`src/rtl/and_slv_pkg.sv`:
```
package and_slv_pkg;
  typedef enum logic [1:0] {
    TR_IDLE   = 2'd0,
    TR_BUSY   = 2'd1,
    TR_NONSEQ = 2'd2,
    TR_SEQ    = 2'd3
  } htrans_e;

  localparam logic [2:0] SIZE_WORD = 3'd2;

  // active transfer = NONSEQ or SEQ
  function automatic logic is_active(input logic [1:0] tr);
    return tr == TR_NONSEQ || tr == TR_SEQ;
  endfunction
endpackage

```
`src/rtl/and_slv_addr_stage.sv`:
```
module and_slv_addr_stage
  import and_slv_pkg::*;
#(
  parameter int ADDR_W = 32,
  parameter int IDX_W  = 2
) (
  input  logic              clk_i,
  input  logic              rst_ni,
  input  logic              hsel_i,
  input  logic [ADDR_W-1:0] haddr_i,
  input  logic [1:0]        htrans_i,
  input  logic              hwrite_i,
  input  logic [2:0]        hsize_i,
  input  logic              hready_i,
  output logic              dp_valid_o,
  output logic              dp_write_o,
  output logic [IDX_W-1:0]  dp_idx_o
);
  logic accept;
  logic unused_addr;

  assign unused_addr = ^{haddr_i[ADDR_W-1:IDX_W+2], haddr_i[1:0]};
  assign accept = hsel_i && hready_i && is_active(htrans_i) && (hsize_i == SIZE_WORD);

  always_ff @(posedge clk_i or negedge rst_ni) begin
    if (!rst_ni) begin
      dp_valid_o <= 1'b0;
      dp_write_o <= 1'b0;
      dp_idx_o   <= '0;
    end else if (hready_i) begin
      dp_valid_o <= accept;
      dp_write_o <= accept && hwrite_i;
      dp_idx_o   <= haddr_i[IDX_W+1:2];
    end
  end

  AST_IGNORE_IDLE_BUSY: assert property (@(posedge clk_i) disable iff (!rst_ni)
    (hready_i && !htrans_i[1]) |=> !dp_valid_o);
  AST_IGNORE_UNSEL: assert property (@(posedge clk_i) disable iff (!rst_ni)
    (hready_i && !hsel_i) |=> !dp_valid_o);
  AST_IGNORE_SIZE: assert property (@(posedge clk_i) disable iff (!rst_ni)
    (hready_i && hsize_i != SIZE_WORD) |=> !dp_valid_o);
endmodule

```
`src/rtl/and_slv_regs.sv`:
```
module and_slv_regs #(
  parameter int DATA_W  = 32,
  parameter int NUM_OPS = 2,
  parameter int IDX_W   = 2
) (
  input  logic                           clk_i,
  input  logic                           rst_ni,
  input  logic                           wr_en_i,
  input  logic [IDX_W-1:0]               wr_idx_i,
  input  logic [DATA_W-1:0]              wdata_i,
  output logic [NUM_OPS-1:0][DATA_W-1:0] ops_o,
  output logic [DATA_W-1:0]              res_o
);
  // word index 0 is the result; operand k sits at index k+1
  for (genvar k = 0; k < NUM_OPS; k++) begin : g_op
    always_ff @(posedge clk_i or negedge rst_ni) begin
      if (!rst_ni)
        ops_o[k] <= '0;
      else if (wr_en_i && wr_idx_i == IDX_W'(k + 1))
        ops_o[k] <= wdata_i;
    end

    AST_OP_CAPTURE: assert property (@(posedge clk_i) disable iff (!rst_ni)
      (wr_en_i && wr_idx_i == IDX_W'(k + 1)) |=> ops_o[k] == $past(wdata_i));
  end

  always_comb begin
    res_o = '1;
    for (int k = 0; k < NUM_OPS; k++) res_o &= ops_o[k];
  end

  AST_OPS_HOLD: assert property (@(posedge clk_i) disable iff (!rst_ni)
    !wr_en_i |=> $stable(ops_o));
endmodule

```
`src/rtl/and_reg_slave.sv`:
```
module and_reg_slave #(
  parameter int ADDR_W  = 32,
  parameter int DATA_W  = 32,
  parameter int NUM_OPS = 2
) (
  input  logic              clk_i,
  input  logic              rst_ni,
  input  logic              hsel_i,
  input  logic [ADDR_W-1:0] haddr_i,
  input  logic [1:0]        htrans_i,
  input  logic              hwrite_i,
  input  logic [2:0]        hsize_i,
  input  logic [DATA_W-1:0] hwdata_i,
  input  logic              hready_i,
  output logic [DATA_W-1:0] hrdata_o,
  output logic              hready_o,
  output logic              hresp_o
);
  localparam int IDX_W = $clog2(NUM_OPS + 1);

  logic                           dp_valid, dp_write;
  logic [IDX_W-1:0]               dp_idx;
  logic [NUM_OPS-1:0][DATA_W-1:0] ops;
  logic [DATA_W-1:0]              res;

  and_slv_addr_stage #(.ADDR_W(ADDR_W), .IDX_W(IDX_W)) u_addr (
    .clk_i(clk_i), .rst_ni(rst_ni), .hsel_i(hsel_i), .haddr_i(haddr_i),
    .htrans_i(htrans_i), .hwrite_i(hwrite_i), .hsize_i(hsize_i), .hready_i(hready_i),
    .dp_valid_o(dp_valid), .dp_write_o(dp_write), .dp_idx_o(dp_idx)
  );

  and_slv_regs #(.DATA_W(DATA_W), .NUM_OPS(NUM_OPS), .IDX_W(IDX_W)) u_regs (
    .clk_i(clk_i), .rst_ni(rst_ni), .wr_en_i(dp_write), .wr_idx_i(dp_idx),
    .wdata_i(hwdata_i), .ops_o(ops), .res_o(res)
  );

  always_comb begin
    hrdata_o = '0;
    if (dp_valid && !dp_write) begin
      if (dp_idx == '0) hrdata_o = res;
      for (int k = 0; k < NUM_OPS; k++)
        if (dp_idx == IDX_W'(k + 1)) hrdata_o = ops[k];
    end
  end

  assign hready_o = 1'b1;
  assign hresp_o  = 1'b0;

  AST_IDLE_DATA_ZERO: assert property (@(posedge clk_i) disable iff (!rst_ni)
    !(dp_valid && !dp_write) |-> hrdata_o == '0);
  AST_UNMAPPED_ZERO: assert property (@(posedge clk_i) disable iff (!rst_ni)
    (dp_valid && !dp_write && dp_idx > IDX_W'(NUM_OPS)) |-> hrdata_o == '0);
  AST_READ_OP0: assert property (@(posedge clk_i) disable iff (!rst_ni)
    (dp_valid && !dp_write && dp_idx == IDX_W'(1)) |-> hrdata_o == ops[0]);
endmodule

```
`config.mk`:
```
export PLATFORM = sky130hd
export DESIGN_NAME = and_reg_slave
export DESIGN_NICKNAME = d
export VERILOG_FILES = /design/src/rtl/and_slv_pkg.sv /design/src/rtl/and_slv_addr_stage.sv /design/src/rtl/and_slv_regs.sv /design/src/rtl/and_reg_slave.sv
export SDC_FILE = /design/constraint.sdc
export NUM_CORES = 1
export LEC_CHECK = 0
export ABC_AREA = 1
export BUFFER_PORTS_ARGS = -buffer_cell sky130_fd_sc_hd__buf_2
export CAP_MARGIN = 15
export CORE_AREA = 2 2 87 81
export DETAILED_ROUTE_END_ITERATION = 8
export DIE_AREA = 0 0 89 83
export GPL_ROUTABILITY_DRIVEN = 1
export PLACE_DENSITY = 0.9
export SLEW_MARGIN = 20
export SYNTH_ARGS = -nofsm -noshare
export SYNTH_HDL_FRONTEND = slang
export SYNTH_SLANG_ARGS = --single-unit
```
`constraint.sdc`:
```
create_clock -name clk_i -period 2.46 [get_ports clk_i]
set_input_delay 0.246 -clock clk_i [delete_from_list [all_inputs] [get_ports clk_i]]
set_output_delay 0.246 -clock clk_i [all_outputs]
set_load 0.02 [all_outputs]
```
# --- Word-level counts from Yosys, hierarchy flattened ---
# Index checks and enable logic that the tools add are counted.
totals:
  elab_cells: 25
  out_inout_bits: 34
  regBits: 68
  input_bits: 74
op_classes:
  n_eq_ne: 5
  n_mux: 4
  reduce_logical: 10
  n_bitwise: 1
op_table:
  columns: ["cell", "n"]
  rows:
  - ["32-bit two-way mux", 4]
  - ["32-bit AND", 1]
  - ["1-bit logical AND", 7]
  - ["2-bit == test, second input constant", 3]
  - ["3-bit by 2-bit == test with 1-bit output, second input constant", 1]
  - ["2-bit by 1-bit == test with 1-bit output, second input constant", 1]
  - ["2-bit logical NOT", 1]
  - ["1-bit logical NOT", 1]
  - ["1-bit logical OR", 1]

# --- Logic depth before layout (Yosys ltp) ---
# Gate-level depths: netlist of run 1.
logic_depth:
  depth_word: 5
  ltp_mapped: 7
  depth_no_buf: 5

# --- By module ---
# A second synthesis of run 1 with hierarchy kept.
hier_totals:
  cells_unflattened: 593
  area_unflattened_um2: 4098.9
by_module_without_submodules:
  columns: ["mod", "cells_per_inst", "seq_area_each_um2", "n_inst", "area_per_inst_um2"]
  rows:
  - ["and_slv_regs", 351, 1601.5, 1, 2886.5]
  - ["and_reg_slave", 221, 0.0, 1, 1044.8]
  - ["and_slv_addr_stage", 21, 100.1, 1, 167.7]

# --- Least setup slack after synthesis of run 1 ---
# OpenSTA, ideal clock, no wires.
synth_path:
  kind: "register -> output"
  startpoint: "reg u_addr.dp_idx_o[1]"
  endpoint: "out hrdata_o[0]"
  arrival_time_ns: 1.053
  stages_incl_launch_ff: 8
  required_ns: 2.214
  slack_ns: 1.161
  path_buffers: 2
  path_cell_list: "dfrtp_1 -> buf_4 -> inv_2 -> nand2_1 -> buf_2 -> nand2_1 -> nand2_1 -> inv_1"
synth_via:
  elab_chain_cells: 5
  word_cells_on_any_way: 7
  classes_between: "eq/ne (2); mux (4); reduce/logical (1)"
synth_rtl:
  columns: ["item", "line_no", "text"]
  rows:
  - ["start: declaration", "and_slv_addr_stage.sv:17", "output logic [IDX_W-1:0] dp_idx_o"]
  - ["start signal: assignment", "and_slv_addr_stage.sv:33", "dp_idx_o <= haddr_i[IDX_W+1:2];"]
  - ["2-bit logical NOT", "and_reg_slave.sv:40", "if (dp_idx == '0) hrdata_o = res;"]
  - ["32-bit two-way mux", "and_reg_slave.sv:40", null]
  - ["32-bit two-way mux", "and_reg_slave.sv:42", "if (dp_idx == IDX_W'(k + 1)) hrdata_o = ops[k];"]
  - ["32-bit two-way mux *", "and_reg_slave.sv:42", null]
  - ["32-bit two-way mux *", "and_reg_slave.sv:39", "if (dp_valid && !dp_write) begin"]
  - ["end: declaration", "and_reg_slave.sv:15", "output logic [DATA_W-1:0] hrdata_o,"]
# Mark *: on every way between the ends. The rest lies on a longest branch, timed or not.

# --- Worst setup path in the final report of run 1 ---
layout_path:
  startpoint: "reg u_addr.dp_idx_o[0]"
  endpoint: "out hrdata_o[12]"
# Same word-level chain as after synthesis.

==> results.ini, run 1 <==
[outcome]
outcome = finished, final reports clean

[sta]
worst_max_slew_pin_slew_ns = 0.6165
fin_crit_sh = 0.8753
clock-skew-final_ns = 0.006211
setup_repair_after_global_routing_missed_its_margin = false
final_max_tran_viols = 0
final.hold.worst_slack_ns = 0.1107
timing_hold_violations_final = 0
fmaxAchievable_mhz = 464.4
relative_slew_margins = 0.5884
fin_setup_tns_ns = 0
period_needed_ns = 2.153
final_setup_violations = 0

[setup_path]
worstSetupStartpointType = flop
setup.worst_path.class = reg2out
cp.required_ns = 2.21
cp_max_fo = 16
r2r-end = u_regs.ops_o[49]
r2r_setup_slack_ns = 0.61
reg_to_reg_startpoint = u_addr.dp_idx_o[0]
cp.arrival_ns = 1.91
worst_setup_path_end_kind = primary output
ff2ff_path_depth = 5

[pwr]
post-layout-total-power_uw = 2795
power.ir.vdd_worst_v = 0.0005156
p_clk_frac = 0.331
power_frac_seq = 0.506
sw_frac_of_total = 0.2827
power.density_nw_per_um2 = 697.2
p_leak_uw = 0.002523
combinational_cell_fraction_of_total_power = 0.163
p_switching_uw = 790.0
p_int_uw = 2005

[layout]
layout-drive-gt1-share = 0.1753
fin_cells = 666
fillers = 605
final_net_count = 645
area_delta_synth_final_pct = 16.00
final_common_cell = nand2_1
antenna_cells_inserted = 0
final_cell_mix = nand2_1 (300), buf_2 (74), dfrtp_1 (68)

[detailed_routing]
detail_route.drc_violations = 0
vias = 3119
wl_um = 8015
drt-vias-per-instance = 4.683
drt-pass1-iter-count = 4
ant_nets = 0
drt-initial-drc-count = 164
wire_per_inst_um = 12.03

[synthesis]
synth.distinct_cells = 13
combined_area_of_all_synthesized_cells_um2 = 3456
syn-num-nets = 580
ys_seq_area_frac = 0.4924
postSynthAreaPerCell_um2 = 6.830
synth_seq_cells = 68
synthCells = 506
synth_warnings = 0

[clock_tree]
clk_transition_reported_paths_ns = 0.07
clock_tree_from_tritoncts = built
clock_sink_count = 68
cts-buffers-inserted = 9
h-tree-depth = 3
cts.path.max_buffers = 2
clock_latency_of_the_later_clocked_register_in_the_worst_skew_pair_ns = 0.34
root_buffer = clkbuf_8

[die]
die_x_um = 89
floorplan.rows = 28
floorplan.initialDensity = 0.5361
fp.dieH_um = 83
io-pin-count = 108
core_um2 = 6446
floorplan.die_area_um2 = 7387

[min_path]
hold-path-cell-count = 3
worstHoldPathType = in2reg
holdPathEnd = u_regs.ops_o[8]
hold_start = hwdata_i[8]

[global_route]
maximum_number_of_pins_on_one_net_before_global_route_repair = 39
antenna_violations_before_repair = 0
global_routing_met1_resource_utilization = 0.2944
grtUsageMet3 = 0.05964
grt.met2_usage = 0.3996
gr-max-usage-layer = met2
globalRoute.totalOverflow = 0
grt_pass1_wl_um = 13940
grt_use_total = 0.2364
first_global_vias = 3202

[place]
gp_routability_congestion = 0.7776
port-buffer-count = 74
place.detailed.hpwl_um = 5010
post-place-cells = 649

[run]
cap_viol_max_count = 0

[cells by family after synthesis]
kind of cell           count (synthesis)  synth area share
and+or+nand+nor                      369            0.4070
AOI/OAI and AO/OA                      2          0.002897
other                                  2          0.002173
buffers and inverters                 65           0.09558
DFF                                   68            0.4924
[cell usage after synthesis]
cell / count / area share
conb_1: 2 / 0.0022
nand3_1: 1 / 0.0014
nand2_1: 300 / 0.33
inv_2: 4 / 0.0043
buf_6: 6 / 0.020
inv_1: 34 / 0.037
nor2_1: 66 / 0.072
dfrtp_1: 68 / 0.49
buf_4: 6 / 0.013
o21ai_0: 2 / 0.0029
nand3_4: 1 / 0.0051
buf_2: 15 / 0.022
nand3_2: 1 / 0.0029
[area by class of cell]
cell class | count | area (um2) | share of cell area
multi-input combinational | 373 | 1424 | 0.3552
timing repair buffer | 81 | 425.4 | 0.1061
sequential | 68 | 1702 | 0.4245
clock inverter | 4 | 47.55 | 0.01186
tap | 90 | 112.6 | 0.02809
clock buffer | 12 | 155.1 | 0.03870
inverter | 38 | 142.6 | 0.03558
[per-stage QoR]
step / worst slack, ns / instance area, um2 / utilization
detailed placement: 0.6521 / 3796 / 0.5889
global route: 0.1781 / 4009 / 0.6219
global placement: 0.6451 / 3796 / 0.5889
finish: 0.3066 / 4009 / 0.6219
CTS: 0.2692 / 4009 / 0.6219
floorplan: 1.161 / 3456 / -
[critical path, cell delays in order, from the launching register on]
cell and delay, ns:
dfrtp_1 0.45, nand2_1 0.44, buf_4 0.32, nand2_1 0.08
nand2_1 0.09, inv_1 0.04, buf_2 0.15
[flip-flops by register name, indices dropped and copies added, names as in the netlist]
register	cells
u_addr.dp_idx_o	2
u_addr.dp_valid_o	1
u_addr.dp_write_o	1
u_regs.ops_o	64
[power groups by stage]
stage / registers [uW] / logic [uW] / clock network [uW]
after CTS: 1410 / 459 / 948
after global routing: 1430 / 538 / 994
final: 1410 / 454 / 926
after floorplan: 1400 / 330 / 0
after global placement: 1420 / 434 / 0
after detailed placement: 1430 / 454 / 0
[per-layer routing]
layer	wire length, um	share of wire	vias to the layer above
met2	3856	0.48	129
met5	0	0	-
met1	3460	0.43	1397
met4	48	0.0060	0
met3	651	0.081	4
li1	-	-	1589
[worst max path at each step]
stage | slack, ns | endpoint | cells after the start | from
final | 0.31 | hrdata_o[12] | 6 | u_addr.dp_idx_o[0]
after global routing | 0.18 | hrdata_o[31] | 6 | u_addr.dp_idx_o[0]
after CTS | 0.27 | hrdata_o[12] | 6 | u_addr.dp_idx_o[0]
after detailed placement | 0.65 | hrdata_o[12] | 6 | u_addr.dp_idx_o[0]
after global placement | 0.65 | hrdata_o[12] | 6 | u_addr.dp_idx_o[0]
after floorplan | 1.16 | hrdata_o[0] | 7 | u_addr.dp_idx_o[1]
[repair_timing]
item                       in CTS  in global routing
gates resized for setup         0                  0
setup endpoints to repair       0                  0
hold endpoints to repair       12                  0
setup buffers                   0                  0
hold buffers                    1                  0
Note: power is estimated with default switching activity, not from simulation.
==> inputs of run 2 (changes only) <==
CORE_AREA = 3 3 109 101   (was 2 2 87 81)
DIE_AREA = 0 0 112 104   (was 0 0 89 83)
PLACE_DENSITY = 0.64   (was 0.9)
==> run 2 against run 1 <==
  * Register-to-register slack improved by 0.21 ns
  * Worst hold slack worse by 0.068 ns
  * Via count down 1.1%
  * Core utilization is 21 points lower
  * Clock skew is 0.0077 ns higher
  * Global-route usage down 8.3 points
  * Power increased by 7.3%
  * Count of clock-buffer cells in the layout down 1
  * Design area increased by 2.9%
  * Fmax increased by 9.9%
  * Critical path type unchanged
  * Critical endpoint is now hrdata_o[7]
  * Largest power group unchanged
==> results.ini, run 2 (same netlist as run 1, synthesis figures left out) <==
[layout]
largestRegisters = u_regs.ops_o (64), u_addr.dp_idx_o (2)
final_net_count = 646  ; +0.16%
antenna_cells_inserted = 0  ; unchanged
final_cell_mix = nand2_1 (300), buf_2 (73), dfrtp_1 (68)
fin_cells = 706  ; +6.0%
max_flop_register = u_regs.ops_o
area_delta_synth_final_pct = 19.33
fillers = 1063  ; +76%
final_common_cell = nand2_1
final_design_area_no_fill_um2 = 4124  ; +2.9%
flip_flop_count_of_the_largest_register_after_layout = 64  ; unchanged
layout-drive-gt1-share = 0.1785  ; +0.003162

[min_path]
worstHoldPathType = in2async

[sta]
finalWorstSetupSlack_ns = 0.5012  ; +0.1946 ns
final_max_tran_viols = 0  ; unchanged
fmaxAchievable_mhz = 510.5  ; +9.9%
period_needed_ns = 1.959  ; -0.1946 ns
clock-skew-final_ns = 0.01386  ; +0.007652 ns
final_setup_violations = 0  ; unchanged
fin_setup_tns_ns = 0  ; unchanged
relative_slew_margins = 0.4133  ; -0.1751
setup_repair_after_global_routing_missed_its_margin = false
timing_hold_violations_final = 0  ; unchanged
fin_crit_sh = 0.7963  ; -0.07909
worst_max_slew_pin_slew_ns = 0.8801  ; +0.2635 ns

[outcome]
outcome = finished, final reports clean

[die]
io-pin-count = 108  ; unchanged
die_x_um = 112  ; +26%
floorplan.rows = 35  ; +25%
floorplan.die_area_um2 = 11650  ; +58%
floorplan.initialDensity = 0.3446  ; -0.1915
fp.dieH_um = 104  ; +25%
core_um2 = 10030  ; +56%

[clock_tree]
h-tree-depth = 3  ; unchanged
cts-buffers-inserted = 9  ; unchanged
clock_sink_count = 68  ; unchanged
root_buffer = clkbuf_8
clock_latency_of_the_later_clocked_register_in_the_worst_skew_pair_ns = 0.33  ; about the same
post_cts_hold_buffer_count = 0  ; -1
clock_tree_from_tritoncts = built
cts.path.max_buffers = 2  ; unchanged
clk_transition_reported_paths_ns = 0.08  ; about the same
cts-resized-gates = 0  ; unchanged
total_setup_buffers_inserted_after_cts = 0  ; unchanged

[detailed_routing]
wl_um = 8620  ; +7.5%
wl_met3_um = 476  ; -27%
ant_nets = 0  ; unchanged
drt-vias-per-instance = 4.368  ; -6.7%
detail_route.drc_violations = 0  ; unchanged
maxUsedRoutingLayer = met4
wire_per_inst_um = 12.21  ; +1.5%
wl_met2_um = 4057  ; +5.2%
drt-pass1-iter-count = 5  ; +1
wirelength_met1_um = 4031  ; +17%
vias = 3084  ; -1.1%
drt-initial-drc-count = 196  ; +20%

[global_route]
globalRoute.totalOverflow = 0  ; unchanged
maximum_number_of_pins_on_one_net_before_global_route_repair = 69  ; +77%
grt_pass1_wl_um = 14320  ; +2.7%
first_global_vias = 2987  ; -6.7%
grt_use_total = 0.1531  ; -0.08331
antenna_violations_before_repair = 0  ; unchanged

[place]
port-buffer-count = 74  ; unchanged
gp_routability_congestion = 0.7717  ; -0.76%
postPlaceCellArea_um2 = 3875  ; +2.1%
pre_cts_ws_ns = 0.8142  ; +0.1621 ns
post-place-cells = 690  ; +6.3%
place.detailed.hpwl_um = 5346  ; +6.7%

[run]
cap_viol_max_count = 0  ; unchanged

[pwr]
p_leak_uw = 0.002555  ; +1.3%
power.ir.vdd_worst_v = 0.0004042  ; -22%
power.density_nw_per_um2 = 726.9  ; +4.3%

[setup_path]
worstSetupStartpointType = flop
cp.arrival_ns = 1.71  ; -0.20 ns
critical-path-top-delay-family = buffers and inverters
cp.required_ns = 2.21  ; about the same
cp_max_fo = 16  ; unchanged
slowest_stage = dfrtp_1
setup.worst_path.class = reg2out
worst_setup_path_end_kind = primary output
cell_chain_critical_path = inv_2 -> buf_4 -> nand2_1 -> nand2_1 -> nand2_1 -> inv_1 -> buf_2
cp_slowest_stage_delay_ns = 0.44  ; about the same
critical-path-top-cell-by-count = nand2_1
timing.critical_path.buf_inv = 4  ; +1

==> run 2: worst paths after layout <==
check	from	to	slack, ns	depth (start not counted)
min	rst_ni	u_regs.ops_o[40]	0.04	1
max in group asynchronous	rst_ni	u_regs.ops_o[59]	1.86	1
max	u_addr.dp_idx_o[0]	hrdata_o[7]	0.50	7
min in group clk_i	hwdata_i[9]	u_regs.ops_o[41]	0.12	3
max reg2reg	u_addr.dp_idx_o[1]	u_regs.ops_o[50]	0.82	5
min reg2reg	u_regs.ops_o[19]	u_regs.ops_o[19]	0.48	2
==> run 2: power by group <==
| part | switching [uW] | internal [uW] | total, uW | leakage [uW] |
|---|---|---|---|---|
| Combinational | 278 | 182 | 460 | 0.00176 |
| Clock | 423 | 708 | 1130 | 0.000124 |
| Sequential | 100 | 1310 | 1410 | 0.000674 |
| Total | 801 | 2200 | 3000 | 0.00255 |
==> run 2: stage by stage <==
stage / utilization / hold WS (ns) / total power [uW]
global placement: 0.3864 / 0.4280 / 1871
CTS: 0.4112 / 0.05641 / 3049
global route: 0.4112 / 0.09077 / 3200
detailed placement: 0.3864 / 0.4357 / 1892
floorplan: - / -0.04959 / 1734
finish: 0.4112 / 0.04293 / 2998
==> run 2: final cells by class <==
type / instances / area (um2) / area share
timing repair buffer: 82 / 445.4 / 0.1080
inverter: 38 / 142.6 / 0.03459
tap: 129 / 161.4 / 0.03914
sequential: 68 / 1702 / 0.4126
multi-input combinational: 373 / 1424 / 0.3453
clock buffer: 11 / 141.4 / 0.03428
clock inverter: 5 / 107.6 / 0.02609
==> run 2: worst reg2reg max path, stage by stage, from the launching register on <==
cell and delay [ns]:
dfrtp_1 0.36, buf_4 0.38, nand3_2 0.16, inv_2 0.48, nand2_1 0.12, nand2_1 0.09
==> run 2: layer usage <==
metal  vias to the layer above  GRT usage
met5                         -          0
met4                         0    0.04378
met3                         4    0.04014
met2                        72     0.2526
met1                      1413     0.1987
li1                       1595          -
==> inputs of run 3 (changes only) <==
PLACE_DENSITY = 0.67   (was 0.64)
clock period = 1.6 ns   (was 2.46 ns; I/O delays follow)
==> run 3 against run 2 <==
  * The flow now finishes with violations (negative setup slack)
  * Die area is the same
  * Via count grew 4.9%
  * First-iteration DRC count grew 17%
  * Combinational power grew 100%
  * Worst hold slack lost 0.016 ns
  * Sequential share of layout area shrank 5.0 points
  * Critical path type unchanged
  * Critical endpoint is now hrdata_o[9]
==> results.ini, run 3 (same netlist as run 1, synthesis figures left out) <==
[setup_path]
setup.worst_path.class = reg2out
critical_path_cell_count = 7  ; unchanged
cp_max_fo = 8  ; -8
reg_to_reg_startpoint = u_addr.dp_idx_o[0]
setup.worst_path.start = u_addr.dp_idx_o[0]
critical_path.endpoint = hrdata_o[9]
cp.arrival_ns = 1.46  ; -0.25 ns
r2r-end = u_regs.ops_o[13]
worst_setup_path_end_kind = primary output
cell_chain_critical_path = buf_6 -> nand2_8 -> buf_12 -> nand2_2 -> nand2_2 -> inv_2 -> buf_6
cp_slowest_stage_delay_ns = 0.43  ; about the same
timing.critical_path.buf_inv = 4  ; unchanged
worstSetupStartpointType = flop
slowest_stage = dfrtp_1
r2r_setup_slack_ns = 0.15  ; -0.67 ns
cp.required_ns = 1.44  ; -0.77 ns
ff2ff_path_depth = 7  ; +2
critical-path-top-delay-family = buffers and inverters

[clock_tree]
clock_sink_count = 68  ; unchanged
clock_latency_of_the_later_clocked_register_in_the_worst_skew_pair_ns = 0.34  ; about the same
cts.path.max_buffers = 2  ; unchanged
h-tree-depth = 3  ; unchanged
root_buffer = clkbuf_8
cts-buffers-inserted = 9  ; unchanged
clock_tree_from_tritoncts = built
clk_transition_reported_paths_ns = 0.08  ; about the same

[detailed_routing]
wl_um = 9423  ; +9.3%
detail_route.drc_violations = 0  ; unchanged
vias = 3234  ; +4.9%
wire_per_inst_um = 13.00  ; +6.5%
drt-initial-drc-count = 230  ; +17%
ant_nets = 0  ; unchanged
drt-pass1-iter-count = 4  ; -1
drt-vias-per-instance = 4.461  ; +2.1%

[sta]
final_max_tran_viols = 0  ; unchanged
setup_repair_after_global_routing_missed_its_margin = true
final_setup_violations = 5  ; +5
clock-skew-final_ns = 0.005159  ; -0.008705 ns
fmaxAchievable_mhz = 618.9
fin_setup_tns_ns = -0.03044  ; -0.03044 ns
fin_crit_sh = 1.010
timing_hold_violations_final = 0  ; unchanged
period_needed_ns = 1.616
finalWorstSetupSlack_ns = -0.01572  ; -0.5169 ns

[pwr]
post-layout-total-power_uw = 4452  ; +49%
power.ir.vdd_worst_v = 0.0003813  ; -5.7%
power.density_nw_per_um2 = 948.8  ; +31%
p_leak_uw = 0.002661  ; +4.1%

[layout]
fin_cells = 725  ; +2.7%
final_common_cell = nand2_1
final_cell_mix = nand2_1 (261), dfrtp_1 (67), nor2_1 (54)
largestRegisters = u_regs.ops_o (64), u_addr.dp_idx_o (2)
area_delta_synth_final_pct = 35.77
utilization = 0.4679  ; +0.05664
flip_flop_count_of_the_largest_register_after_layout = 64  ; unchanged
antenna_cells_inserted = 0  ; unchanged
final_net_count = 665  ; +2.9%
max_flop_register = u_regs.ops_o
layout-drive-gt1-share = 0.3154  ; +0.1369

[die]
die_x_um = 112  ; unchanged
fp.dieH_um = 104  ; unchanged
floorplan.rows = 35  ; unchanged
floorplan.initialDensity = 0.3446  ; unchanged
floorplan.die_area_um2 = 11650  ; unchanged
core_um2 = 10030  ; unchanged
io-pin-count = 108  ; unchanged

[global_route]
globalRoute.totalOverflow = 0  ; unchanged
antenna_violations_before_repair = 0  ; unchanged
first_global_vias = 3297  ; +10%
grt_use_total = 0.1692  ; +0.01606
grt_pass1_wl_um = 15940  ; +11%
maximum_number_of_pins_on_one_net_before_global_route_repair = 33  ; -52%

[place]
post-place-cells = 702  ; +1.7%
port-buffer-count = 74  ; unchanged
gp_routability_congestion = 0.7515  ; -2.6%
place.detailed.hpwl_um = 5957  ; +11%

[outcome]
outcome = finished, violations left
violations = negative setup slack

[run]
cap_viol_max_count = 0  ; unchanged

[min_path]
hold_start = hwdata_i[24]
worstHoldPathType = in2reg

[run 3: cell count changes in the layout (fill, tap and decap cells not counted), sizes merged]
cell         change
buf             +18
bufinv           -2
clkinv           +2
clkinvlp         +1
dlygate4sd3      +1
inv              -1
[run 3: worst min-delay path: stages]
cell and delay, ns:
buf_2 0.09, nand2_1 0.05, nand2_1 0.04
[run 3: stage by stage]
step,setup slack (ns),instance area [um2],hold WS (ns)
2_1_floorplan,0.3873,3456,-0.1356
3_3_place_gp,0.1945,3990,0.1266
3_5_place_dp,0.1814,3990,0.1273
4_1_cts,-0.01947,4461,0.005955
5_1_grt,-0.08615,4692,0.01239
6_report,-0.01572,4692,0.02723
[run 3: power breakdown]
group	total, uW	switching, uW	internal (uW)
Clock	1350	638	713
Combinational	926	520	406
Sequential	2170	163	2010
[run 3: how the worst min path moves through the flow]
stage | end | cells after the start
5_1_grt | u_regs.ops_o[56] | 3
4_1_cts | u_regs.ops_o[61] | 3
6_report | u_regs.ops_o[24] | 3
3_5_place_dp | u_regs.ops_o[3] | 1
2_1_floorplan | u_addr.dp_idx_o[0] | 0
3_3_place_gp | u_regs.ops_o[3] | 1
[run 3: layer usage]
metal,up-vias,share of wire,global-route usage
li1,1633,-,-
met1,1509,0.45,0.2239
met2,85,0.49,0.2783
met3,7,0.056,0.04130
met4,0,0.0063,0.04464
met5,-,0,0
[run 3: timing repair]
item                       CTS  global route
resized for setup           73            90
hold endpoints to repair    29             0
hold buffers                 1             0
setup endpoints to repair   32            34
pin swaps                   15            11
buffers inserted             4             0
gates cloned                 2             0
[run 3: cell type report]
type | count | area (um2)
Sequential cell | 68 | 1703
Timing Repair Buffer | 101 | 910.9
Tap cell | 129 | 161.4
Clock inverter | 5 | 52.55
Multi-Input combinational cell | 373 | 1585
Fill cell | 1020 | 5336
Inverter | 38 | 147.6
Clock buffer | 11 | 131.4
